<file path="src/rtl/rx_pkg.sv">
package rx_pkg;
    typedef enum logic [2:0] {
        S_IDLE, S_START, S_DATA, S_PAR, S_STOP, S_STOP2, S_WAIT_HI
    } rx_state_e;

    typedef struct packed {
        logic       brk;
        logic       frm;
        logic       par;
        logic [7:0] data;
    } rx_char_t;

    localparam int CHAR_W = $bits(rx_char_t);
endpackage

</file>
<file path="src/rtl/rx_frame_sampler.sv">
module rx_frame_sampler
    import rx_pkg::*;
#(
    parameter int OSR = 16
) (
    input  logic     clk,
    input  logic     rst_n,
    input  logic     en_i,
    input  logic     rxd_i,
    input  logic     tick_i,
    input  logic [1:0] wlen_i,
    input  logic     two_stop_i,
    input  logic     par_en_i,
    input  logic     par_even_i,
    output logic     busy_o,
    output logic     vld_o,
    output rx_char_t chr_o
);
    localparam int CW = $clog2(OSR);
    localparam logic [CW-1:0] MID  = CW'(OSR / 2 - 1);
    localparam logic [CW-1:0] LAST = CW'(OSR - 1);

    typedef struct packed {
        rx_state_e   state;
        logic [CW-1:0] cnt;
        logic [2:0]  idx;
        logic [7:0]  data;
        logic        par_bit;
        logic        frm;
        logic        zero;
        logic        s1;
        logic        s2;
        logic        vld;
        rx_char_t    chr;
    } smp_t;

    smp_t q, n;
    logic emit, xp, par_bad;
    logic [7:0] mask;

    assign mask    = 8'hFF >> (2'd3 - wlen_i);
    assign xp      = (^(q.data & mask)) ^ q.par_bit;
    assign par_bad = par_even_i ? xp : ~xp;

    always_comb begin
        n      = q;
        n.s1   = rxd_i;
        n.s2   = q.s1;
        n.vld  = 1'b0;
        emit   = 1'b0;
        if (!en_i) begin
            n.state = S_IDLE;
            n.cnt   = '0;
        end else if (tick_i) begin
            unique case (q.state)
                S_IDLE: if (!q.s2) begin
                    n.state = S_START;
                    n.cnt   = '0;
                end
                S_START: if (q.cnt == MID) begin
                    n.cnt = '0;
                    if (!q.s2) begin
                        n.state   = S_DATA;
                        n.idx     = '0;
                        n.data    = '0;
                        n.zero    = 1'b1;
                        n.frm     = 1'b0;
                        n.par_bit = 1'b0;
                    end else begin
                        n.state = S_IDLE;
                    end
                end else n.cnt = q.cnt + 1'b1;
                S_DATA: if (q.cnt == LAST) begin
                    n.cnt         = '0;
                    n.data[q.idx] = q.s2;
                    if (q.s2) n.zero = 1'b0;
                    if (q.idx == ({1'b0, wlen_i} + 3'd4))
                        n.state = par_en_i ? S_PAR : S_STOP;
                    else
                        n.idx = q.idx + 1'b1;
                end else n.cnt = q.cnt + 1'b1;
                S_PAR: if (q.cnt == LAST) begin
                    n.cnt     = '0;
                    n.par_bit = q.s2;
                    if (q.s2) n.zero = 1'b0;
                    n.state   = S_STOP;
                end else n.cnt = q.cnt + 1'b1;
                S_STOP: if (q.cnt == LAST) begin
                    n.cnt = '0;
                    if (q.s2) n.zero = 1'b0;
                    else      n.frm  = 1'b1;
                    if (two_stop_i) n.state = S_STOP2;
                    else            emit    = 1'b1;
                end else n.cnt = q.cnt + 1'b1;
                S_STOP2: if (q.cnt == LAST) begin
                    n.cnt = '0;
                    if (!q.s2) n.frm = 1'b1;
                    emit = 1'b1;
                end else n.cnt = q.cnt + 1'b1;
                S_WAIT_HI: if (q.s2) n.state = S_IDLE;
                default: n.state = S_IDLE;
            endcase
        end
        if (emit) begin
            n.vld      = 1'b1;
            n.chr.data = n.data;
            n.chr.frm  = n.frm;
            n.chr.brk  = n.zero;
            n.chr.par  = par_en_i & par_bad;
            n.state    = n.frm ? S_WAIT_HI : S_IDLE;
        end
    end

    always_ff @(posedge clk or negedge rst_n) begin
        if (!rst_n) begin
            q       <= '0;
            q.state <= S_IDLE;
            q.s1    <= 1'b1;
            q.s2    <= 1'b1;
        end else begin
            q <= n;
        end
    end

    assign busy_o = (q.state != S_IDLE);
    assign vld_o  = q.vld;
    assign chr_o  = q.chr;


    disabled_idle_chk: assert property (@(posedge clk) disable iff (!rst_n)
        !en_i |=> (q.state == S_IDLE));


    start_from_low_chk: assert property (@(posedge clk) disable iff (!rst_n)
        (q.state == S_START && $past(q.state) == S_IDLE) |-> !$past(q.s2));
endmodule

</file>
<file path="src/rtl/rx_char_fifo.sv">
module rx_char_fifo #(
    parameter int DEPTH = 16,
    parameter int W     = 11
) (
    input  logic                       clk,
    input  logic                       rst_n,
    input  logic                       push_i,
    input  logic [W-1:0]               din_i,
    input  logic                       pop_i,
    output logic [W-1:0]               head_o,
    output logic [$clog2(DEPTH+1)-1:0] cnt_o,
    output logic                       empty_o,
    output logic                       full_o,
    output logic                       drop_o
);
    localparam int AW = $clog2(DEPTH);
    localparam int CW = $clog2(DEPTH + 1);
    localparam logic [AW-1:0] TOP = AW'(DEPTH - 1);

    typedef struct packed {
        logic [AW-1:0] wp;
        logic [AW-1:0] rp;
        logic [CW-1:0] cnt;
    } fifo_t;

    fifo_t q, n;
    logic [W-1:0] mem [DEPTH];
    logic pop_ok, acc;

    assign empty_o = (q.cnt == '0);
    assign full_o  = (q.cnt == CW'(DEPTH));
    assign pop_ok  = pop_i && !empty_o;
    assign acc     = push_i && (!full_o || pop_ok);
    assign drop_o  = push_i && !acc;

    always_comb begin
        n = q;
        if (acc)    n.wp = (q.wp == TOP) ? '0 : q.wp + 1'b1;
        if (pop_ok) n.rp = (q.rp == TOP) ? '0 : q.rp + 1'b1;
        if (acc && !pop_ok)      n.cnt = q.cnt + 1'b1;
        else if (!acc && pop_ok) n.cnt = q.cnt - 1'b1;
    end

    always_ff @(posedge clk or negedge rst_n) begin
        if (!rst_n) q <= '0;
        else        q <= n;
    end

    always_ff @(posedge clk) begin
        if (acc) mem[q.wp] <= din_i;
    end

    assign head_o = mem[q.rp];
    assign cnt_o  = q.cnt;


    count_step_chk: assert property (@(posedge clk) disable iff (!rst_n)
        (push_i && !pop_i && !full_o) |=> (q.cnt == $past(q.cnt) + 1'b1));
endmodule

</file>
<file path="src/rtl/rx_idle_timer.sv">
module rx_idle_timer #(
    parameter int LIMIT = 512
) (
    input  logic clk,
    input  logic rst_n,
    input  logic tick_i,
    input  logic hold_i,
    input  logic restart_i,
    input  logic empty_i,
    output logic fire_o
);
    localparam int CW = $clog2(LIMIT + 1);
    localparam logic [CW-1:0] END = CW'(LIMIT - 1);

    typedef struct packed {
        logic [CW-1:0] cnt;
        logic          flag;
    } tmr_t;

    tmr_t q, n;

    always_comb begin
        n = q;
        if (empty_i || restart_i || hold_i) begin
            n.cnt  = '0;
            n.flag = 1'b0;
        end else if (tick_i && !q.flag) begin
            if (q.cnt == END) n.flag = 1'b1;
            else              n.cnt  = q.cnt + 1'b1;
        end
    end

    always_ff @(posedge clk or negedge rst_n) begin
        if (!rst_n) q <= '0;
        else        q <= n;
    end

    assign fire_o = q.flag;
endmodule

</file>
<file path="src/rtl/serial_rx_unit.sv">
module serial_rx_unit
    import rx_pkg::*;
#(
    parameter int OSR     = 16,
    parameter int DEPTH   = 16,
    parameter int TO_BITS = 32,
    localparam int CNTW   = $clog2(DEPTH + 1)
) (
    input  logic            clk,
    input  logic            rst_n,
    input  logic            rx_en_i,
    input  logic            rxd_i,
    input  logic            os_tick_i,
    input  logic [1:0]      wlen_i,
    input  logic            two_stop_i,
    input  logic            par_en_i,
    input  logic            par_even_i,
    input  logic [CNTW-1:0] trig_lvl_i,
    input  logic            pop_i,
    input  logic            ovr_clr_i,
    output logic [15:0]     rd_data_o,
    output logic            data_avail_o,
    output logic            not_full_o,
    output logic [CNTW-1:0] fifo_cnt_o,
    output logic            busy_o,
    output logic            ovr_err_o,
    output logic            frm_err_o,
    output logic            par_err_o,
    output logic            brk_err_o,
    output logic            irq_thresh_o,
    output logic            irq_timeout_o,
    output logic            irq_err_o
);
    localparam int TO_TICKS = TO_BITS * OSR;

    logic     chr_vld, fifo_empty, fifo_full, fifo_drop, busy;
    rx_char_t chr, head;
    logic [CHAR_W-1:0] head_raw;
    logic [CNTW-1:0]   cnt;
    logic ovr_d, ovr_q;

    rx_frame_sampler #(.OSR(OSR)) i_sampler (
        .clk(clk), .rst_n(rst_n), .en_i(rx_en_i), .rxd_i(rxd_i),
        .tick_i(os_tick_i), .wlen_i(wlen_i), .two_stop_i(two_stop_i),
        .par_en_i(par_en_i), .par_even_i(par_even_i),
        .busy_o(busy), .vld_o(chr_vld), .chr_o(chr)
    );

    rx_char_fifo #(.DEPTH(DEPTH), .W(CHAR_W)) i_fifo (
        .clk(clk), .rst_n(rst_n), .push_i(chr_vld), .din_i(chr),
        .pop_i(pop_i), .head_o(head_raw), .cnt_o(cnt),
        .empty_o(fifo_empty), .full_o(fifo_full), .drop_o(fifo_drop)
    );

    rx_idle_timer #(.LIMIT(TO_TICKS)) i_timer (
        .clk(clk), .rst_n(rst_n), .tick_i(os_tick_i), .hold_i(busy),
        .restart_i(chr_vld | (pop_i & ~fifo_empty)), .empty_i(fifo_empty),
        .fire_o(irq_timeout_o)
    );

    assign head = rx_char_t'(head_raw);

    always_comb begin
        ovr_d = ovr_q;
        if (ovr_clr_i) ovr_d = 1'b0;
        if (fifo_drop) ovr_d = 1'b1;
    end

    always_ff @(posedge clk or negedge rst_n) begin
        if (!rst_n) ovr_q <= 1'b0;
        else        ovr_q <= ovr_d;
    end

    assign data_avail_o = !fifo_empty;
    assign not_full_o   = !fifo_full;
    assign fifo_cnt_o   = cnt;
    assign busy_o       = busy;
    assign rd_data_o    = data_avail_o ? {head.par, head.frm, head.brk, 5'b0, head.data} : 16'h0;
    assign par_err_o    = data_avail_o & head.par;
    assign frm_err_o    = data_avail_o & head.frm;
    assign brk_err_o    = data_avail_o & head.brk;
    assign ovr_err_o    = ovr_q;
    assign irq_thresh_o = (cnt >= trig_lvl_i);
    assign irq_err_o    = ovr_q | par_err_o | frm_err_o | brk_err_o;


    drop_sets_ovr_chk: assert property (@(posedge clk) disable iff (!rst_n)
        fifo_drop |=> ovr_q);


    clr_ovr_chk: assert property (@(posedge clk) disable iff (!rst_n)
        (ovr_q && ovr_clr_i && !fifo_drop) |=> !ovr_q);


    to_needs_data_chk: assert property (@(posedge clk) disable iff (!rst_n)
        irq_timeout_o |-> data_avail_o);
endmodule

</file>
<file path="config.mk">
export PLATFORM = sky130hd
export DESIGN_NAME = serial_rx_unit
export DESIGN_NICKNAME = d
export VERILOG_FILES = /design/src/rtl/rx_pkg.sv /design/src/rtl/rx_frame_sampler.sv /design/src/rtl/rx_char_fifo.sv /design/src/rtl/rx_idle_timer.sv /design/src/rtl/serial_rx_unit.sv
export SDC_FILE = /design/constraint.sdc
export NUM_CORES = 1
export LEC_CHECK = 0
export CAP_MARGIN = 20
export CORE_AREA = 2 2 119 208
export DETAILED_ROUTE_END_ITERATION = 16
export DIE_AREA = 0 0 121 210
export SYNTH_ARGS = -nofsm -noshare
export SYNTH_HDL_FRONTEND = slang
export SYNTH_SLANG_ARGS = --single-unit
export TNS_END_PERCENT = 50
</file>
<file path="constraint.sdc">
create_clock -name clk -period 3.2 [get_ports clk]
set_clock_uncertainty 0.15 [all_clocks]
set_input_delay 0.64 -clock clk [delete_from_list [all_inputs] [get_ports clk]]
set_output_delay 0.64 -clock clk [all_outputs]
set_load 0.02 [all_outputs]
</file>
==> flow_metrics.env <==
export IMPL_run_status="finished with violations"
export IMPL_violations="negative setup slack"
export IMPL_drive_gt1_share_pct=19.6
export IMPL_syn_inst=706
export IMPL_routabilityCongestion=0.804
export IMPL_ys_flop_type="edfxtp_1"
export IMPL_slew_headroom_pct=46.5
export IMPL_synth_enable_flop_cells=176
export IMPL_cts_buffers=21
export IMPL_rsz0062_at_grt="true"
export IMPL_tns_ps=-11.2
export IMPL_layout_setup_ws_ps=-11.2
export IMPL_fillers=1959
export IMPL_synth_compound_area_share_pct=7.97
export IMPL_final_setup_viol_count=1
export IMPL_crit_type="flop to primary output"
export IMPL_synth_seq_cells=236
export IMPL_yosysWarningCount=0
export IMPL_synth_adder_area_share_pct=2.21
export IMPL_finalNonFillerCells=1092
export IMPL_dieArea_um2=25400
export IMPL_port_buffers=42
export IMPL_syn_area_um2=10600
export IMPL_clock_latency_ps=510
export IMPL_first_pass_iters=7
export IMPL_synth_xor_area_share_pct=2.08
export IMPL_start_kind="flop"
export IMPL_die_width_um=121
export IMPL_areaGrowthSynthToFinish_pct=15.3
export IMPL_grt_max_degree=37
export IMPL_gr_usage_met3_pct=2.03
export IMPL_synthSimpleGateAreaFrac_pct=8.23
export IMPL_power_frac_comb_pct=33.1
export IMPL_clk_pin_slew_ps=70
export IMPL_worstPathCellList="buf_12 -> buf_4 -> mux4_2 -> nand3_1 -> and3_1 -> and3_4 -> o21ai_1 -> buf_2"
export IMPL_worstPathArrival_ps=2420
export IMPL_hold_buffers=0
export IMPL_clockBufferDepth=3
export IMPL_clkPwrFrac_pct=27.1
export IMPL_coreArea_um2=23700
export IMPL_cts_root_buf="clkbuf_16"
export IMPL_antenna_found_initial=0
export IMPL_wl_per_cell_um=20.5
export IMPL_maxCapViolations=0
export IMPL_hold_violations=0
export IMPL_wirelength_mm=22.4
export IMPL_seqPwrFrac_pct=39.8
export IMPL_io_pins=48
export IMPL_layout_nets=804
export IMPL_drtAntennaViolNets=0
export IMPL_vias=6010
export IMPL_end_kind="primary output"
export IMPL_drc=0
export IMPL_cts_max_level=1
export IMPL_swShare_pct=31.5
export IMPL_p_leak_uw=0.00452
export IMPL_grt_overflow=0
export IMPL_synthMuxAreaShare_pct=11.1
export IMPL_finalCritPeriodShare_pct=100
export IMPL_synthDistinctLibCells=65
export IMPL_p_sw_uw=2750
export IMPL_grt_pass1_wl_mm=35.4
export IMPL_cts_tree="built"
export IMPL_drt_iter0_markers=275
export IMPL_fmax_mhz=311
export IMPL_power_density_nw_per_um2=718
export IMPL_grt_pass1_vias=6384
export IMPL_async_flop_share_pct=25.4
export IMPL_holdCritPathClass="input port to asynchronous set/reset pin"
export IMPL_fin_crit_ps=3210
export IMPL_crit_fanout=7
export IMPL_hpwl_mm=15.7
export IMPL_max_stage_delay_ps=500
export IMPL_die_h_um=210
export IMPL_yosysSeqAreaShare_pct=64.4
export IMPL_cts_sinks=236
export IMPL_avgSynthCellArea_um2=14.9
export IMPL_finalMaxSlewViolations=0
export IMPL_grt_usage_pct=18.0
export IMPL_floorplan_initialDensity_pct=44.4
export IMPL_dp_cells=1049
export IMPL_p_int_uw=5980
export IMPL_std_cell_rows=75
export IMPL_worst_pin_slew_ps=802
export IMPL_grt_busiest_layer="met2"
export IMPL_grtUsageMet2_pct=33.7
export IMPL_via_per_inst=5.50
export IMPL_diodes=0
export IMPL_required_ps=2410
export IMPL_critPathSlowestCell="dfrtp_4"
export IMPL_synth_top_family_by_area="multiplexers"
export IMPL_grt_use_met1_pct=20.6
export IMPL_vdd_drop_max_uv=407
==> synth_stat cells (3+ instances only) <==
| master | count | area (um2) |
|---|---|---|
| buf_2 | 8 | 40.0 |
| a311oi_1 | 3 | 26.3 |
| and2_1 | 12 | 75.1 |
| buf_4 | 17 | 128 |
| a22o_1 | 3 | 26.3 |
| o31ai_1 | 11 | 82.6 |
| o22ai_1 | 10 | 62.6 |
| xor2_1 | 7 | 61.3 |
| o21ai_1 | 5 | 25.0 |
| nor3_1 | 8 | 40.0 |
| buf_8 | 3 | 45.0 |
| a21oi_1 | 14 | 70.1 |
| mux4_1 | 6 | 158 |
| nand2b_1 | 13 | 81.3 |
| nor2b_1 | 8 | 50.1 |
| edfxtp_1 | 176 | 5290 |
| or3_1 | 3 | 18.8 |
| o221ai_1 | 17 | 149 |
| a21o_1 | 7 | 52.6 |
| mux2i_1 | 34 | 340 |
| a211oi_1 | 16 | 120 |
| dfrtp_1 | 58 | 1450 |
| mux4_2 | 22 | 495 |
| a22oi_1 | 3 | 22.5 |
| inv_1 | 21 | 78.8 |
| and3_1 | 11 | 68.8 |
| nand4_1 | 3 | 18.8 |
| nor3b_1 | 3 | 22.5 |
| nor2_1 | 25 | 93.8 |
| nor4_1 | 4 | 25.0 |
| mux2_2 | 16 | 180 |
| nand2_1 | 36 | 135 |
| xnor2_1 | 18 | 158 |
| o21ai_0 | 16 | 80.1 |
| buf_6 | 7 | 78.8 |
| and4_1 | 3 | 26.3 |
| nand3_1 | 19 | 95.1 |
| ha_1 | 17 | 213 |
| clkbuf_1 | 12 | 45.0 |
==> worst paths after layout <==
path                                 start              end  slack, ps  cells past startpoint
max                            i_fifo.q[5]        irq_err_o        -10                      8
min reg2reg                i_sampler.n[12]  i_sampler.q[12]        210                      0
min in group clk           i_sampler.n[12]  i_sampler.q[12]        210                      0
max reg2reg                i_fifo.cnt_o[1]  i_fifo.cnt_o[4]        250                     12
max in group asynchronous            rst_n      i_fifo.q[5]       2080                      2
min                                  rst_n  i_sampler.q[28]         70                      1
==> metal layers <==
metal | share of wire [%] | vias up
li1 | - | 2839
met1 | 38 | 3012
met2 | 56 | 116
met3 | 2.7 | 43
met4 | 3.3 | 0
met5 | 0 | -
==> flip-flops by register name, summed over array words and instances, names as in the netlist <==
| signal | cells |
|---|---|
| i_timer.q | 10 |
| i_sampler.q | 22 |
| ovr_err_o | 1 |
| i_timer.fire_o | 1 |
| i_sampler.chr_o | 11 |
| i_fifo.q | 8 |
| i_fifo.mem | 176 |
| i_sampler.vld_o | 1 |
| i_fifo.cnt_o | 5 |
| i_sampler.n | 1 |
==> final cells by class <==
| cell class | count | area [um2] | area share [%] |
|---|---|---|---|
| clock buffer | 31 | 594 | 4.89 |
| clock inverter | 7 | 43.8 | 0.360 |
| sequential | 236 | 6790 | 55.9 |
| inverter | 22 | 82.6 | 0.679 |
| multi-input combinational | 404 | 3440 | 28.3 |
| timing repair buffer | 84 | 825 | 6.78 |
| tap | 308 | 385 | 3.17 |
==> logic make-up after synthesis <==
logic type      after synthesis
compound gates              117
xor+xnor                     25
fa+ha+maj                    18
buf+inv                      70
flops                       236
mux                          78
other cells                   1
simple gates                161
==> layout by cell type (no fill, tap or decap), drive strengths merged, types with 8 or more instances in the layout <==
cell	count
nor2b	8
nor3	9
inv	24
mux2i	34
edfxtp	176
o21ai	21
o221ai	17
mux4	28
a21oi	14
xnor2	18
nand2b	13
clkdlybuf4s50	25
buf	49
o31ai	11
a211oi	16
clkbuf	38
nor2	26
nand3	19
dfrtp	58
mux2	16
o22ai	10
and2	13
and3	12
ha	17
nand2	36
==> worst max-delay path: cells and delay by family, from the launching register on <==
| family | cells | cell delay, ps |
|---|---|---|
| muxes | 1 | 430 |
| AOI/OAI and AO/OA | 1 | 60 |
| DFF | 1 | 500 |
| buffers and inverters | 3 | 460 |
| and+or+nand+nor | 3 | 470 |
==> through the flow <==
stage	util, %	cell area (um2)	power, uW	worst slack, ps	hold WS, ps
after floorplan	-	10600	5440	114	194
after global placement	48.1	11400	6310	-317	198
after detailed placement	48.1	11400	6350	-309	201
after CTS	51.0	12100	8710	-224	88.8
after global routing	51.2	12200	9160	-91.8	141
final	51.2	12200	8730	-11.2	67.3
==> power groups by stage <==
stage / logic, uW / registers [uW] / clock network (uW)
2_1_floorplan: 1960 / 3480 / 0
3_3_place_gp: 2730 / 3580 / 0
3_5_place_dp: 2760 / 3590 / 0
4_1_cts: 2810 / 3470 / 2430
5_1_grt: 3120 / 3490 / 2550
6_report: 2890 / 3480 / 2370
==> repair_timing <==
action                                  CTS  global route
pin swaps                                 1             3
cloned                                    0             1
hold endpoints to repair                  0             0
endpoints found under the setup margin   16            16
setup buffers                             4             0
gates resized for setup                  46            40
(Power assumes the default switching activity.)
